===== src/rtl/rxf_pkg.sv =====
package rxf_pkg;
  // strobes from control to datapath
  typedef struct packed {
    logic emit;     // forward the current character
    logic armed;    // sticky match state, for observation
  } rxfCtl_t;
endpackage


===== src/rtl/rxf_datapath.sv =====
module rxf_datapath
  import rxf_pkg::*;
#(
  parameter int CHAR_W = 8,
  parameter int ADDR_W = 2,
  parameter int NUM_CMP = 2
) (
  input  logic              clk,
  input  logic              rstN,
  input  logic              regWrEn,
  input  logic [ADDR_W-1:0] regAddr,
  input  logic [CHAR_W-1:0] regWrData,
  output logic [CHAR_W-1:0] regRdData,
  input  logic              smartCardEn,
  input  logic [CHAR_W-1:0] rxChar,
  input  rxfCtl_t           ctl,
  output logic              isAddr,
  output logic              anyEn,
  output logic              hit,
  output logic              outValid,
  output logic [CHAR_W-1:0] outChar,
  output logic [CHAR_W-1:0] matchA,
  output logic [CHAR_W-1:0] matchB,
  output logic              enA,
  output logic              enB
);
  localparam int MSB = CHAR_W - 1;
  localparam logic [ADDR_W-1:0] CTL_OFS = ADDR_W'(NUM_CMP);

  logic [CHAR_W-1:0] matchReg [NUM_CMP];
  logic [NUM_CMP-1:0] enReg;
  logic [NUM_CMP-1:0] enEff;
  logic [NUM_CMP-1:0] hitVec;

  // one match register, enable and comparator per slot;
  // enable i sits at control bit MSB-i
  for (genvar i = 0; i < NUM_CMP; i++) begin : gSlot
    always_ff @(posedge clk) begin
      if (!rstN) begin
        matchReg[i] <= '0;
        enReg[i]    <= 1'b0;
      end else if (regWrEn) begin
        if (regAddr == ADDR_W'(i)) matchReg[i] <= regWrData;
        if (regAddr == CTL_OFS)    enReg[i]    <= regWrData[MSB-i];
      end
    end
    assign enEff[i]  = enReg[i] & ~smartCardEn;
    assign hitVec[i] = enEff[i] && (rxChar == matchReg[i]);
  end

  assign isAddr = rxChar[MSB];
  assign anyEn  = |enEff;
  assign hit    = |hitVec;

  always_comb begin
    regRdData = '0;
    if (regAddr == CTL_OFS) begin
      for (int i = 0; i < NUM_CMP; i++) regRdData[MSB-i] = enReg[i];
    end else begin
      for (int i = 0; i < NUM_CMP; i++)
        if (regAddr == ADDR_W'(i)) regRdData = matchReg[i];
    end
  end

  always_ff @(posedge clk) begin
    if (!rstN) begin
      outValid <= 1'b0;
      outChar  <= '0;
    end else begin
      outValid <= ctl.emit;
      if (ctl.emit) outChar <= rxChar;
    end
  end

  assign matchA = matchReg[0];
  assign matchB = matchReg[1];
  assign enA    = enReg[0];
  assign enB    = enReg[1];
endmodule


===== src/rtl/rxf_control.sv =====
module rxf_control
  import rxf_pkg::*;
(
  input  logic    clk,
  input  logic    rstN,
  input  logic    rxValid,
  input  logic    isAddr,
  input  logic    anyEn,
  input  logic    hit,
  output rxfCtl_t ctl
);
  logic armedQ;

  // sticky match state: follows each address character, cleared when filtering is off
  always_ff @(posedge clk) begin
    if (!rstN)                  armedQ <= 1'b0;
    else if (!anyEn)            armedQ <= 1'b0;
    else if (rxValid && isAddr) armedQ <= hit;
  end

  always_comb begin
    ctl.armed = armedQ;
    if (!rxValid)     ctl.emit = 1'b0;
    else if (!anyEn)  ctl.emit = 1'b1;
    else if (isAddr)  ctl.emit = hit;
    else              ctl.emit = armedQ;
  end
endmodule


===== src/rtl/rx_addr_filter.sv =====
module rx_addr_filter
  import rxf_pkg::*;
#(
  parameter int CHAR_W = 8,
  parameter int ADDR_W = 2
) (
  input  logic              clk,
  input  logic              rstN,
  input  logic              regWrEn,
  input  logic [ADDR_W-1:0] regAddr,
  input  logic [CHAR_W-1:0] regWrData,
  output logic [CHAR_W-1:0] regRdData,
  input  logic              smartCardEn,
  input  logic              rxValid,
  input  logic [CHAR_W-1:0] rxChar,
  output logic              outValid,
  output logic [CHAR_W-1:0] outChar
);
  rxfCtl_t ctl;
  logic isAddr, anyEn, hit;
  logic [CHAR_W-1:0] matchA, matchB;
  logic enA, enB, armed;

  rxf_datapath #(.CHAR_W(CHAR_W), .ADDR_W(ADDR_W), .NUM_CMP(2)) uDp (
    .clk(clk), .rstN(rstN), .regWrEn(regWrEn), .regAddr(regAddr),
    .regWrData(regWrData), .regRdData(regRdData), .smartCardEn(smartCardEn),
    .rxChar(rxChar), .ctl(ctl), .isAddr(isAddr), .anyEn(anyEn), .hit(hit),
    .outValid(outValid), .outChar(outChar), .matchA(matchA), .matchB(matchB),
    .enA(enA), .enB(enB)
  );

  rxf_control uCtl (
    .clk(clk), .rstN(rstN), .rxValid(rxValid), .isAddr(isAddr),
    .anyEn(anyEn), .hit(hit), .ctl(ctl)
  );

  assign armed = ctl.armed;
endmodule


===== config.mk =====
export PLATFORM = sky130hd
export DESIGN_NAME = rx_addr_filter
export DESIGN_NICKNAME = d
export VERILOG_FILES = /design/src/rtl/rxf_pkg.sv /design/src/rtl/rxf_datapath.sv /design/src/rtl/rxf_control.sv /design/src/rtl/rx_addr_filter.sv
export SDC_FILE = /design/constraint.sdc
export NUM_CORES = 1
export LEC_CHECK = 0
export BUFFER_PORTS_ARGS = -buffer_cell sky130_fd_sc_hd__buf_2
export CORE_UTILIZATION = 51
export CTS_CLUSTER_SIZE = 10
export DETAILED_ROUTE_END_ITERATION = 10
export PLACE_DENSITY_LB_ADDON = 0.1
export SLEW_MARGIN = 15
export SYNTH_ARGS = -nofsm -noshare
export SYNTH_HDL_FRONTEND = slang
export SYNTH_SLANG_ARGS = --single-unit

===== constraint.sdc =====
create_clock -name clk -period 1.94 [get_ports clk]
set_input_delay 0.388 -clock clk [delete_from_list [all_inputs] [get_ports clk]]
set_output_delay 0.388 -clock clk [all_outputs]
set_load 0.05 [all_outputs]

==> Yosys cells after proc, flatten, opt, wreduce, memory -nomap -nowiden <==
Memories as Yosys holds them, arrays and structs flattened.
Index checks and enable logic that the tools add are counted.
{ "op_classes": {"shift": 0, "bitwise": 5, "eq_ne": 4, "add_sub_neg": 0, "n_lt_le_gt_ge": 0, "mul": 0, "n_mux": 18, "n_reduce_logical": 8, "div_mod_pow": 0} }
{ "op_table": {"columns": ["op", "count"], "rows": [
  ["two-way mux 8 bit", 4],
  ["== test 8 bit", 2],
  ["two-way mux 1 bit", 12],
  ["two-way mux 6 bit", 1],
  ["AND reduction 2 bit", 2],
  ["OR reduction 2 bit", 2],
  ["logical AND 1 bit", 3],
  ["AND 1 bit", 2],
  ["== test 2 x 1 -> 1 bit (second input constant)", 1],
  ["== test 2 bit (second input constant)", 1],
  ["logical NOT 2 bit", 1],
  ["two-way mux 2 bit", 1],
  ["OR 1 bit", 2],
  ["NOT 1 bit", 1]
]} }
{ "totals": {"latchBits": 0, "mem_bits_rw": 16, "elab_cells": 41, "mem_bits_ro": 0, "regBits": 12, "out_inout_bits": 17, "memories": 1} }
{ "memory_table": {"columns": ["name", "depth", "word_bits", "read_ports", "rd_clocked_by_memory_dff", "wr", "line", "text"], "rows": [
  ["uDp.matchReg", 2, 8, 2, 0, 2, "rxf_datapath.sv:30", "logic [CHAR_W-1:0] matchReg [NUM_CMP];"]
]} }

==> Logic depth before layout (Yosys ltp) <==
Gate-level depths: netlist of the first run.
{ "depth": {"word_depth": 7, "ltp_mapped": 7, "ltp_nobuf": 5} }

==> Cells and area by module <==
From an unflattened synthesis of the first run, not the netlist that was laid out.
{ "hier_totals": {"hier_cells": 129, "area_unflattened_um2": 1436.4} }
{ "by_module_without_submodules": {"columns": ["module", "cells_each", "n_inst", "area_each_um2"], "rows": [
  ["rxf_datapath", 121, 1, 1367.6],
  ["rxf_control", 8, 1, 68.8]
]} }

==> Worst setup path before layout of the first run <==
Ideal clock, no wire load.
{ "synth_path": {"path_kind": "in2out", "startpoint": "in regAddr[1]", "endpoint": "out regRdData[6]", "path_slack_ns": -0.335, "arrival_ns": 1.887, "stages": 3, "n_path_buf": 1, "required_ns": 1.552, "cell_sequence": "clkbuf_1 > mux2i_1 > o21ai_0"} }
{ "synth_between": {"elab_chain_cells": 4, "elab_cells_between_ends": 6, "cone_classes": "2 x eq/ne; 3 x mux; 1 x reduce/logical"} }
{ "synth_rtl": {"columns": ["element", "line", "text"], "rows": [
  ["from (decl)", "rx_addr_filter.sv:10", "input logic [ADDR_W-1:0] regAddr,"],
  ["logical NOT 2 bit", "rxf_datapath.sv:61", "if (regAddr == ADDR_W'(i)) regRdData = matchReg[i];"],
  ["two-way mux 8 bit (2 in series)", "rxf_datapath.sv:61", null],
  ["two-way mux 2 bit *", "rxf_datapath.sv:57", "if (regAddr == CTL_OFS) begin"],
  ["to (decl)", "rx_addr_filter.sv:12", "output logic [CHAR_W-1:0] regRdData,"]
]} }
Mark *: on every way between the ends. The rest lies on a longest branch, timed or not.

==> Worst setup path after layout of the first run <==
{ "layout_path": {"startpoint": "in regAddr[0]", "endpoint": "out regRdData[7]"} }
Same word-level chain as after synthesis.

==> results of run 1 <==
## cells by family after synthesis
| family | synth area share [%] |
|---|---|
| AO/OA/AOI/OAI | 5.556 |
| XOR/XNOR | 7.071 |
| buffers and inverters | 3.366 |
| flip-flops | 48.48 |
| multiplexers | 11.45 |
| AND/OR/NAND/NOR | 24.07 |
## final cells by class
class,count,area share [%]
tap,31,2.200
multi-input combinational,105,40.60
inverter,5,1.065
timing repair buffer,44,13.20
sequential,28,40.88
clock buffer,4,2.058
## worst register-to-register path: stages, from the launching register on
cell and delay (ps):
edfxtp_1 450, xor2_1 180, nor4_2 340, nand4_1 170, o211a_1 300, mux2i_1 170
## report_power, final
| group | total (W) | switching [W] | internal, W |
|---|---|---|---|
| Combinational | 0.000282 | 0.000187 | 0.0000954 |
| Clock | 0.000285 | 0.000170 | 0.000115 |
| Sequential | 0.000695 | 0.0000272 | 0.000668 |
## synth_stat cells
| library cell | number | area (µm²) |
|---|---|---|
| nor2b_1 | 5 | 31.28 |
| clkbuf_1 | 4 | 15.01 |
| o31ai_1 | 1 | 7.510 |
| o2111a_1 | 1 | 11.26 |
| and2_1 | 16 | 100.1 |
| o2111ai_1 | 1 | 8.760 |
| nand4_1 | 4 | 25.02 |
| inv_1 | 3 | 11.26 |
| mux2i_1 | 17 | 170.2 |
| xor2_1 | 11 | 96.34 |
| inv_2 | 2 | 7.510 |
| o211a_1 | 2 | 20.02 |
| a222oi_1 | 1 | 10.01 |
| and4b_1 | 1 | 10.01 |
| nand3_1 | 1 | 5.000 |
| and3_1 | 2 | 12.51 |
| o21ai_0 | 4 | 20.02 |
| nand2_1 | 17 | 63.81 |
| a21oi_1 | 1 | 5.000 |
| buf_2 | 1 | 5.000 |
| dfxtp_1 | 12 | 240.2 |
| edfxtp_1 | 16 | 480.5 |
| nor4_2 | 1 | 12.51 |
| buf_6 | 1 | 11.26 |
| xnor2_1 | 1 | 8.760 |
| nor4b_2 | 1 | 15.01 |
| nor2_1 | 10 | 37.54 |
| nor3b_1 | 2 | 15.01 |
| nand2b_1 | 4 | 25.02 |
| nor3_1 | 1 | 5.000 |
## metal layers
layer	share of wire [%]	up-vias
met5	0	-
met4	0.58	0
met1	45	547
met3	4.8	2
li1	-	581
met2	50	28
## final timing paths
check                           from        endpoint  depth (start not counted)
hold reg to reg       uDp.outChar[4]  uDp.outChar[4]                          2
setup reg to reg  uDp.matchReg[0][3]  uDp.outChar[3]                          5
setup / recovery          regAddr[0]    regRdData[7]                          6
hold / removal             rxChar[2]  uDp.outChar[2]                          3
## registers in the layout (all words and copies together) (netlist names)
name and flops:
uDp.enA 1, uDp.matchReg 16, uDp.enB 1, uDp.outChar 8, uCtl.armedQ 1, uDp.outValid 1
## through the flow
step / instance area, µm² / power, W / setup slack (ps) / std cells
final: 1763 / 0.001262 / 223.1 / 217
after global routing: 1763 / 0.001319 / 99.98 / 217
after CTS: 1763 / 0.001272 / 213.3 / 217
after detailed placement: 1727 / 0.0009929 / 146.2 / 213
after global placement: 1727 / 0.0009868 / 170.4 / 213
after floorplan: 1486 / 0.0009048 / 21.05 / 144
==> results.ini, run 1 <==
[run_status]
status = complete, no violations

[floorplanning]
io_pins = 40
core_region_area_um2 = 2758
fp.dieH_um = 55.99
die_w_um = 55.99
die_area_um2 = 3134
rows = 19
initial_core_util_pct = 53.90

[cts]
htreeDepth = 1
clock_sinks = 28
insertion_delay_ps = 320
holdBufCountCts = 0
cts_root_buffer = clkbuf_4
post_cts_buffers = 0
clockBufferDepth = 2
cts_tree = yes
ctsResizeCount = 0
cts_made_buffers = 3
clkTransAtPathRegs_ps = 140

[route]
num_vias = 1158
post_drt_via_cell_ratio = 5.336
wl_per_cell_um = 13.50
drc_errors = 0
drt-total-wl_mm = 2.930
first_pass_iters = 4
drt_iter0_drc = 57
postRouteAntennaNets = 0

[global_route]
gr-usage-met1_pct = 25.91
grt_max_degree = 20
antenna_found_initial = 0
track_usage_pct = 20.14
overflow = 0
grt_pass1_vias = 1108
grt_pass1_wl_mm = 4.933
use_met2_pct = 35.37
busiest_layer = met2
met3_usage_pct = 2.326

[logic_synthesis]
synth_cells = 144
synth.net_count = 167
ys_seq_area_share_pct = 48.48
yosys_warnings = 0
syn_area_um2 = 1486
avgSynthCellArea_um2 = 10.32
ys_types = 30
ys_seq_elements = 28

[power_and_ir_drop]
p_leak_nw = 0.8211
ir_worst_vdd_mv = 0.4546
powerDensity_nw_per_um2 = 716.0

[place]
dp_hpwl_mm = 2.309
portBuffers = 39
place.gp.congestion = 0.8015

[sta]
setup_viol = 0
period_needed_ps = 1717
fin_crit_sh_pct = 88.50
fin_setup_tns_ps = 0
report.final.slew_viol_count = 0
holdWs_ps = 323.1
slew_headroom_pct = 75.67
finClkSkew_ps = 7.363
worstMarginPinSlew_ps = 361.9
clock.fmax_mhz = 582.4
hold_violations = 0
rsz0062_at_grt = false

[cells_and_area]
diodes = 0
nFillCells = 245
final_core_util_pct = 63.93
multi_input_area_um2 = 715.7
area_delta_synth_final_pct = 18.60
ff_latch_area_um2 = 720.7
layout-drive-gt1-share_pct = 27.96
final_cell_mix = buf_2 (39), mux2i_1 (17), nand2_1 (17), and2_1 (16), edfxtp_1 (16)
layout_commonest_cell = buf_2
fin_nets = 210

[worst_setup_path]
path_buf_inv = 3
max_stage_delay_ps = 280
startpoint_type = input port
cp_max_fo = 11
cp_top_family = buffers and inverters
cp.required_ps = 1550
path_class = input port to output port
end_kind = output port
path_cells = buf_2 > inv_1 > nor2_1 > nand2_1 > o21ai_1 > buf_2
cp_slowest_cell = buf_2
ff2ff_setup_slack_ps = 230
cp.arrival_ps = 1330
path_common_cell = buf_2

[worst_hold_path]
hold_path.class = input port to register

[run]
maxCapViolCount = 0

Power figures use the tool's default switching activity.
==> run 2: changes to the inputs <==
MAX_ROUTING_LAYER = met4   (was not set)
clock period = 1.7 ns   (was 1.94 ns; I/O delays follow)
==> run 2 against run 1 <==
Net effect:
- wire length rose by 2.8%
- non-clock buffer count rose by 3
- combinational power rose by 17%
- utilization rose by 0.73 points
- die area did not move
- total power rose by 12%
- critical endpoint is now regRdData[2]
- sequential share of layout area fell by 0.46 points
- sequential power rose by 14%
- highest routed layer unchanged
- sequential cell count did not move
- via count fell by 0.17%
- worst hold slack got worse by 65 ps
- clock skew rose by 11 ps
==> results.ini, run 2 (same netlist as run 1, synthesis figures left out) <==
[run_status]
status = complete, no violations  ; unchanged

[cells_and_area]
diodes = 0  ; unchanged
ff_latch_area_um2 = 720.7  ; unchanged
nFillCells = 238  ; was 245
final_core_util_pct = 64.66  ; was 63.93%
layout-drive-gt1-share_pct = 29.10  ; was 27.96%
largestRegisters = uDp.matchReg x16, uDp.outChar x8  ; unchanged
layout_commonest_cell = buf_2  ; unchanged
fin_nets = 213  ; was 210
top_register = uDp.matchReg  ; unchanged
multi_input_area_um2 = 723.2  ; was 715.7 µm²
final_cell_mix = buf_2 (39), mux2i_1 (17), nand2_1 (17), and2_1 (16), edfxtp_1 (16)  ; unchanged
largest_reg_flops = 16  ; unchanged
area_delta_synth_final_pct = 19.95  ; was 18.60%

[worst_setup_path]
end_kind = output port  ; unchanged
startpoint_type = register  ; was input port
r2r-end = uDp.outChar[5]  ; was uDp.outChar[3]
ff2ff_setup_slack_ps = 100  ; was 230 ps
path_class = register to output port  ; was input port to output port
cp.arrival_ps = 1320  ; was 1330 ps
r2r-start = uDp.matchReg[0][2]  ; was uDp.matchReg[0][3]
reg2reg_depth = 5  ; unchanged
cp.required_ps = 1360  ; was 1550 ps
cp_max_fo = 2  ; was 11

[sta]
hold_violations = 0  ; unchanged
clock.fmax_mhz = 601.5
setup_viol = 0  ; unchanged
period_needed_ps = 1662
rsz0062_at_grt = true  ; was false
finClkSkew_ps = 18.10  ; was 7.363 ps
worstMarginPinSlew_ps = 725.4  ; was 361.9 ps
fin_setup_tns_ps = 0  ; unchanged
report.final.slew_viol_count = 0  ; unchanged
setup_ws_ps = 37.62  ; was 223.1 ps
slew_headroom_pct = 51.54  ; was 75.67%
fin_crit_sh_pct = 97.79

[worst_hold_path]
hold_path.class = input port to register  ; unchanged
min_delay_path_depth = 3  ; unchanged
worst_hold_startpoint = rxChar[0]  ; was rxChar[2]
whs_endpoint = uDp.outChar[0]  ; was uDp.outChar[2]

[route]
wl_per_cell_um = 13.69  ; was 13.50 µm
drt-total-wl_mm = 3.012  ; was 2.930 mm
postRouteAntennaNets = 0  ; unchanged
post_drt_via_cell_ratio = 5.255  ; was 5.336
num_vias = 1156  ; was 1,158
first_pass_iters = 4  ; unchanged
drt_iter0_drc = 37  ; was 57
drc_errors = 0  ; unchanged

[floorplanning]
die_w_um = 55.99  ; unchanged
die_area_um2 = 3134  ; unchanged
rows = 19  ; unchanged
initial_core_util_pct = 53.90  ; unchanged
io_pins = 40  ; unchanged
fp.dieH_um = 55.99  ; unchanged
core_region_area_um2 = 2758  ; unchanged

[cts]
insertion_delay_ps = 340  ; was 320 ps
cts_tree = yes  ; unchanged
cts_root_buffer = clkbuf_4  ; unchanged
clockBufferDepth = 2  ; unchanged
htreeDepth = 1  ; unchanged
cts_made_buffers = 3  ; unchanged
clock_sinks = 28  ; unchanged
clkTransAtPathRegs_ps = 160  ; was 140 ps

[run]
maxCapViolCount = 0  ; unchanged

[power_and_ir_drop]
p_int_w = 0.0009695  ; was 0.0008784 W
p_sw_share_pct = 31.37  ; was 30.41%
ir_worst_vdd_mv = 0.6432  ; was 0.4546 mV
powerDensity_nw_per_um2 = 792.3  ; was 716.0 nW/µm²
power_frac_clock_pct = 20.4  ; was 22.5%
switching_power_w = 0.0004431  ; was 0.0003839 W
p_leak_nw = 0.8256  ; was 0.8211 nW
seqPwrFrac_pct = 56.2  ; was 55.1%
finalPower_w = 0.001413  ; was 0.001262 W
p_comb_share_pct = 23.4  ; was 22.4%

[global_route]
grt_pass1_wl_mm = 4.968  ; was 4.933 mm
overflow = 0  ; unchanged
track_usage_pct = 21.33  ; was 20.14%
antenna_found_initial = 0  ; unchanged
grt_max_degree = 20  ; unchanged
grt_pass1_vias = 1108  ; unchanged

[place]
place.gp.congestion = 0.8120  ; was 0.8015
portBuffers = 39  ; unchanged
pre_cts_ws_ps = -22.21  ; was 146.2 ps
dp_hpwl_mm = 2.371  ; was 2.309 mm

## run 2: cell types whose count changed in the layout (fill, tap and decap cells not counted), sizes merged
cell and change:
buf +3
## run 2: metal layers
| layer | track usage [%] | vias up | routed length, µm |
|---|---|---|---|
| met1 | 26.56 | 537 | 1425 |
| met4 | 8.711 | 0 | 42 |
| met3 | 3.953 | 4 | 99 |
| li1 | - | 586 | - |
| met5 | - | - | 0 |
| met2 | 34.35 | 29 | 1444 |
## run 2: layout make-up
class	count	share of cell area [%]
Clock buffer	4	1.474
Inverter	5	1.053
Multi-Input combinational cell	105	40.56
Sequential cell	28	40.42
Tap cell	31	2.175
Timing Repair Buffer	47	14.32
## run 2: worst max-delay path by stage
| stage | start | to | slack [ps] | cells past startpoint |
|---|---|---|---|---|
| 2_1_floorplan | regAddr[0] | regRdData[0] | -120 | 3 |
| 3_3_place_gp | regAddr[1] | uDp.matchReg[0][1] | 20 | 4 |
| 3_5_place_dp | rxChar[3] | uDp.outChar[2] | -20 | 6 |
| 4_1_cts | uDp.matchReg[0][3] | uDp.outChar[2] | 20 | 5 |
| 5_1_grt | uDp.matchReg[0][2] | uDp.outChar[2] | -50 | 5 |
| 6_report | uDp.matchReg[0][2] | regRdData[2] | 40 | 4 |
## run 2: power groups by stage
stage / registers [W] / logic, W / clock network, W
finish: 0.000794 / 0.000331 / 0.000288
global route: 0.000800 / 0.000356 / 0.000312
CTS: 0.000794 / 0.000328 / 0.000282
detailed placement: 0.000809 / 0.000327 / 0
global placement: 0.000806 / 0.000323 / 0
floorplan: 0.000851 / 0.000182 / 0
## run 2: worst max-delay path, cell delays in order, from the launching register on
cell and delay [ps]:
edfxtp_1 450, buf_4 150, mux2i_1 120, nor2_1 50, buf_2 210
## run 2: repair_timing
action,in CTS,in global routing
endpoints found under the setup margin,0,8
buffers inserted,0,1
hold buffers,0,0
gates resized for setup,0,2
## run 2: metrics by stage
stage,area (µm²),hold slack [ps],instances
detailed placement,1742,457.2,215
global route,1783,262.5,220
global placement,1742,440.9,215
CTS,1768,269.2,219
floorplan,1486,478.8,144
finish,1783,257.8,220
==> run 3: changes to the inputs <==
REMOVE_ABC_BUFFERS = 1   (was not set)
==> run 3 against run 2 <==
Net effect:
- global-route usage shrank 0.38 points
- via count grew 0.61%
- non-clock buffer count is the same
- clock-buffer cell count shrank 1
- maximum frequency grew 2.9%
- critical path depth shrank 1
- clock power grew 53%
- critical path type unchanged
- critical endpoint is now regRdData[6]
- largest cell class unchanged
- largest power group unchanged
- highest routed layer unchanged
==> results.ini, run 3 (same netlist as run 1, synthesis figures left out) <==
[place]
place.gp.congestion = 0.7961  ; was 0.8120
portBuffers = 39  ; unchanged
dp_hpwl_mm = 2.367  ; was 2.371 mm
pre_cts_ws_ps = -21.76  ; was -22.21 ps

[cells_and_area]
diodes = 0  ; unchanged
largest_reg_flops = 16  ; unchanged
nFillCells = 248  ; was 238
final_cell_mix = buf_2 (39), mux2i_1 (17), nand2_1 (17), and2_1 (16), edfxtp_1 (16)  ; unchanged
layout_commonest_cell = buf_2  ; unchanged
largestRegisters = uDp.matchReg x16, uDp.outChar x8  ; unchanged
top_register = uDp.matchReg  ; unchanged
fin_nets = 213  ; unchanged
area_delta_synth_final_pct = 21.72  ; was 19.95%
layout-drive-gt1-share_pct = 29.63  ; was 29.10%

[cts]
clockBufferDepth = 2  ; unchanged
holdBufCountCts = 0  ; unchanged
cts_tree = yes  ; unchanged
htreeDepth = 1  ; unchanged
clkTransAtPathRegs_ps = 160  ; about the same
clock_sinks = 28  ; unchanged
cts_made_buffers = 3  ; unchanged
cts_root_buffer = clkbuf_4  ; unchanged
ctsResizeCount = 0  ; unchanged
post_cts_buffers = 0  ; unchanged
insertion_delay_ps = 330  ; was 340 ps

[sta]
setup_ws_ps = 84.19  ; was 37.62 ps
clock.fmax_mhz = 618.9  ; was 601.5 MHz
finClkSkew_ps = 4.665  ; was 18.10 ps
fin_setup_tns_ps = 0  ; unchanged
hold_violations = 0  ; unchanged
fin_crit_sh_pct = 95.05  ; was 97.79%
slew_headroom_pct = 48.51  ; was 51.54%
report.final.slew_viol_count = 0  ; unchanged
worstMarginPinSlew_ps = 770.7  ; was 725.4 ps
setup_viol = 0  ; unchanged
period_needed_ps = 1616  ; was 1662 ps

[route]
wl_per_cell_um = 13.39  ; was 13.69 µm
first_pass_iters = 4  ; unchanged
num_vias = 1163  ; was 1,156
drt-total-wl_mm = 2.945  ; was 3.012 mm
drt_iter0_drc = 36  ; was 37
drc_errors = 0  ; unchanged
post_drt_via_cell_ratio = 5.286  ; was 5.255
postRouteAntennaNets = 0  ; unchanged

[power_and_ir_drop]
power_frac_clock_pct = 28.3  ; was 20.4%
p_int_w = 0.001115  ; was 0.0009695 W
powerDensity_nw_per_um2 = 863.6  ; was 792.3 nW/µm²
seqPwrFrac_pct = 50.7  ; was 56.2%
p_comb_share_pct = 21.0  ; was 23.4%
ir_worst_vdd_mv = 0.6950  ; was 0.6432 mV
p_sw_share_pct = 28.63  ; was 31.37%
p_leak_nw = 0.8385  ; was 0.8256 nW
switching_power_w = 0.0004473  ; was 0.0004431 W
finalPower_w = 0.001562  ; was 0.001413 W

[worst_setup_path]
cp_slowest_cell = dfxtp_1  ; was edfxtp_1
cp.required_ps = 1360  ; about the same
end_kind = output port  ; unchanged
max_stage_delay_ps = 420  ; was 450 ps
path_cells = mux2i_1 > o21ai_0 > buf_2  ; was buf_4 > mux2i_1 > nor2_1 > buf_2
reg2reg_depth = 5  ; unchanged
path_buf_inv = 1  ; was 2
cp_top_family = flip-flops  ; unchanged
startpoint_type = register  ; unchanged
cp.depth = 3  ; was 4
path_class = register to output port  ; unchanged
cp.arrival_ps = 1280  ; was 1320 ps
cp_max_fo = 4  ; was 2

[global_route]
grt_pass1_wl_mm = 4.940  ; was 4.968 mm
antenna_found_initial = 0  ; unchanged
track_usage_pct = 20.96  ; was 21.33%
grt_max_degree = 20  ; unchanged
overflow = 0  ; unchanged
grt_pass1_vias = 1094  ; was 1,108

[worst_hold_path]
hold_path.class = input port to register  ; unchanged
min_delay_path_depth = 3  ; unchanged

[floorplanning]
die_area_um2 = 3134  ; unchanged
initial_core_util_pct = 53.90  ; unchanged
io_pins = 40  ; unchanged
fp.dieH_um = 55.99  ; unchanged
die_w_um = 55.99  ; unchanged
core_region_area_um2 = 2758  ; unchanged
rows = 19  ; unchanged

[run]
maxCapViolCount = 0  ; unchanged

[run_status]
status = complete, no violations  ; unchanged

[run 3: cell types whose count changed in the layout (fill, tap and decap cells not counted)]
cell       previous run  this run
bufinv_16             0         1
o21ai_0               2         4
clkbuf_1              1         0
o21ai_1               2         0
[run 3: final timing paths]
check	from	endpoint	slack [ps]
setup / recovery	uDp.enB	regRdData[6]	80
setup reg to reg	uDp.matchReg[0][0]	uDp.outChar[5]	130
hold reg to reg	uDp.outChar[0]	uDp.outChar[0]	470
hold / removal	rxChar[4]	uDp.outChar[4]	270
[run 3: metrics by stage]
stage | area, µm² | util [%] | instances | hold WS (ps)
after floorplan | 1455 | - | 138 | 468.2
after global placement | 1749 | 63.43 | 216 | 441.0
after detailed placement | 1749 | 63.43 | 216 | 453.6
after CTS | 1802 | 65.34 | 220 | 260.6
after global routing | 1809 | 65.61 | 220 | 265.0
final | 1809 | 65.61 | 220 | 267.9
[run 3: worst reg2reg max path: stages, from the launching register on]
cell	delay (ps)
edfxtp_1	460
xor2_1	170
nor4_2	300
nand4_1	190
o211a_4	230
mux2i_1	130
[run 3: power groups by stage]
| stage | registers (W) | logic, W | clock network (W) |
|---|---|---|---|
| finish | 0.000792 | 0.000328 | 0.000442 |
| detailed placement | 0.000808 | 0.000328 | 0 |
| global placement | 0.000807 | 0.000324 | 0 |
| CTS | 0.000793 | 0.000329 | 0.000451 |
| global route | 0.000799 | 0.000353 | 0.000466 |
| floorplan | 0.000851 | 0.000163 | 0 |
[run 3: final cells by class]
| class | instances | area (µm²) | share of cell area [%] |
|---|---|---|---|
| timing repair buffer | 47 | 255.2 | 14.11 |
| tap | 31 | 38.79 | 2.144 |
| sequential | 28 | 720.7 | 39.83 |
| multi-input combinational | 105 | 723.2 | 39.97 |
| inverter | 5 | 18.77 | 1.037 |
| clock inverter | 1 | 30.03 | 1.660 |
| clock buffer | 3 | 22.52 | 1.245 |
[run 3: routing by layer]
layer,GRT usage [%],routed length (µm)
met1,26.52,1312
met2,35.20,1502
met3,2.093,97
met4,7.317,34
met5,-,0
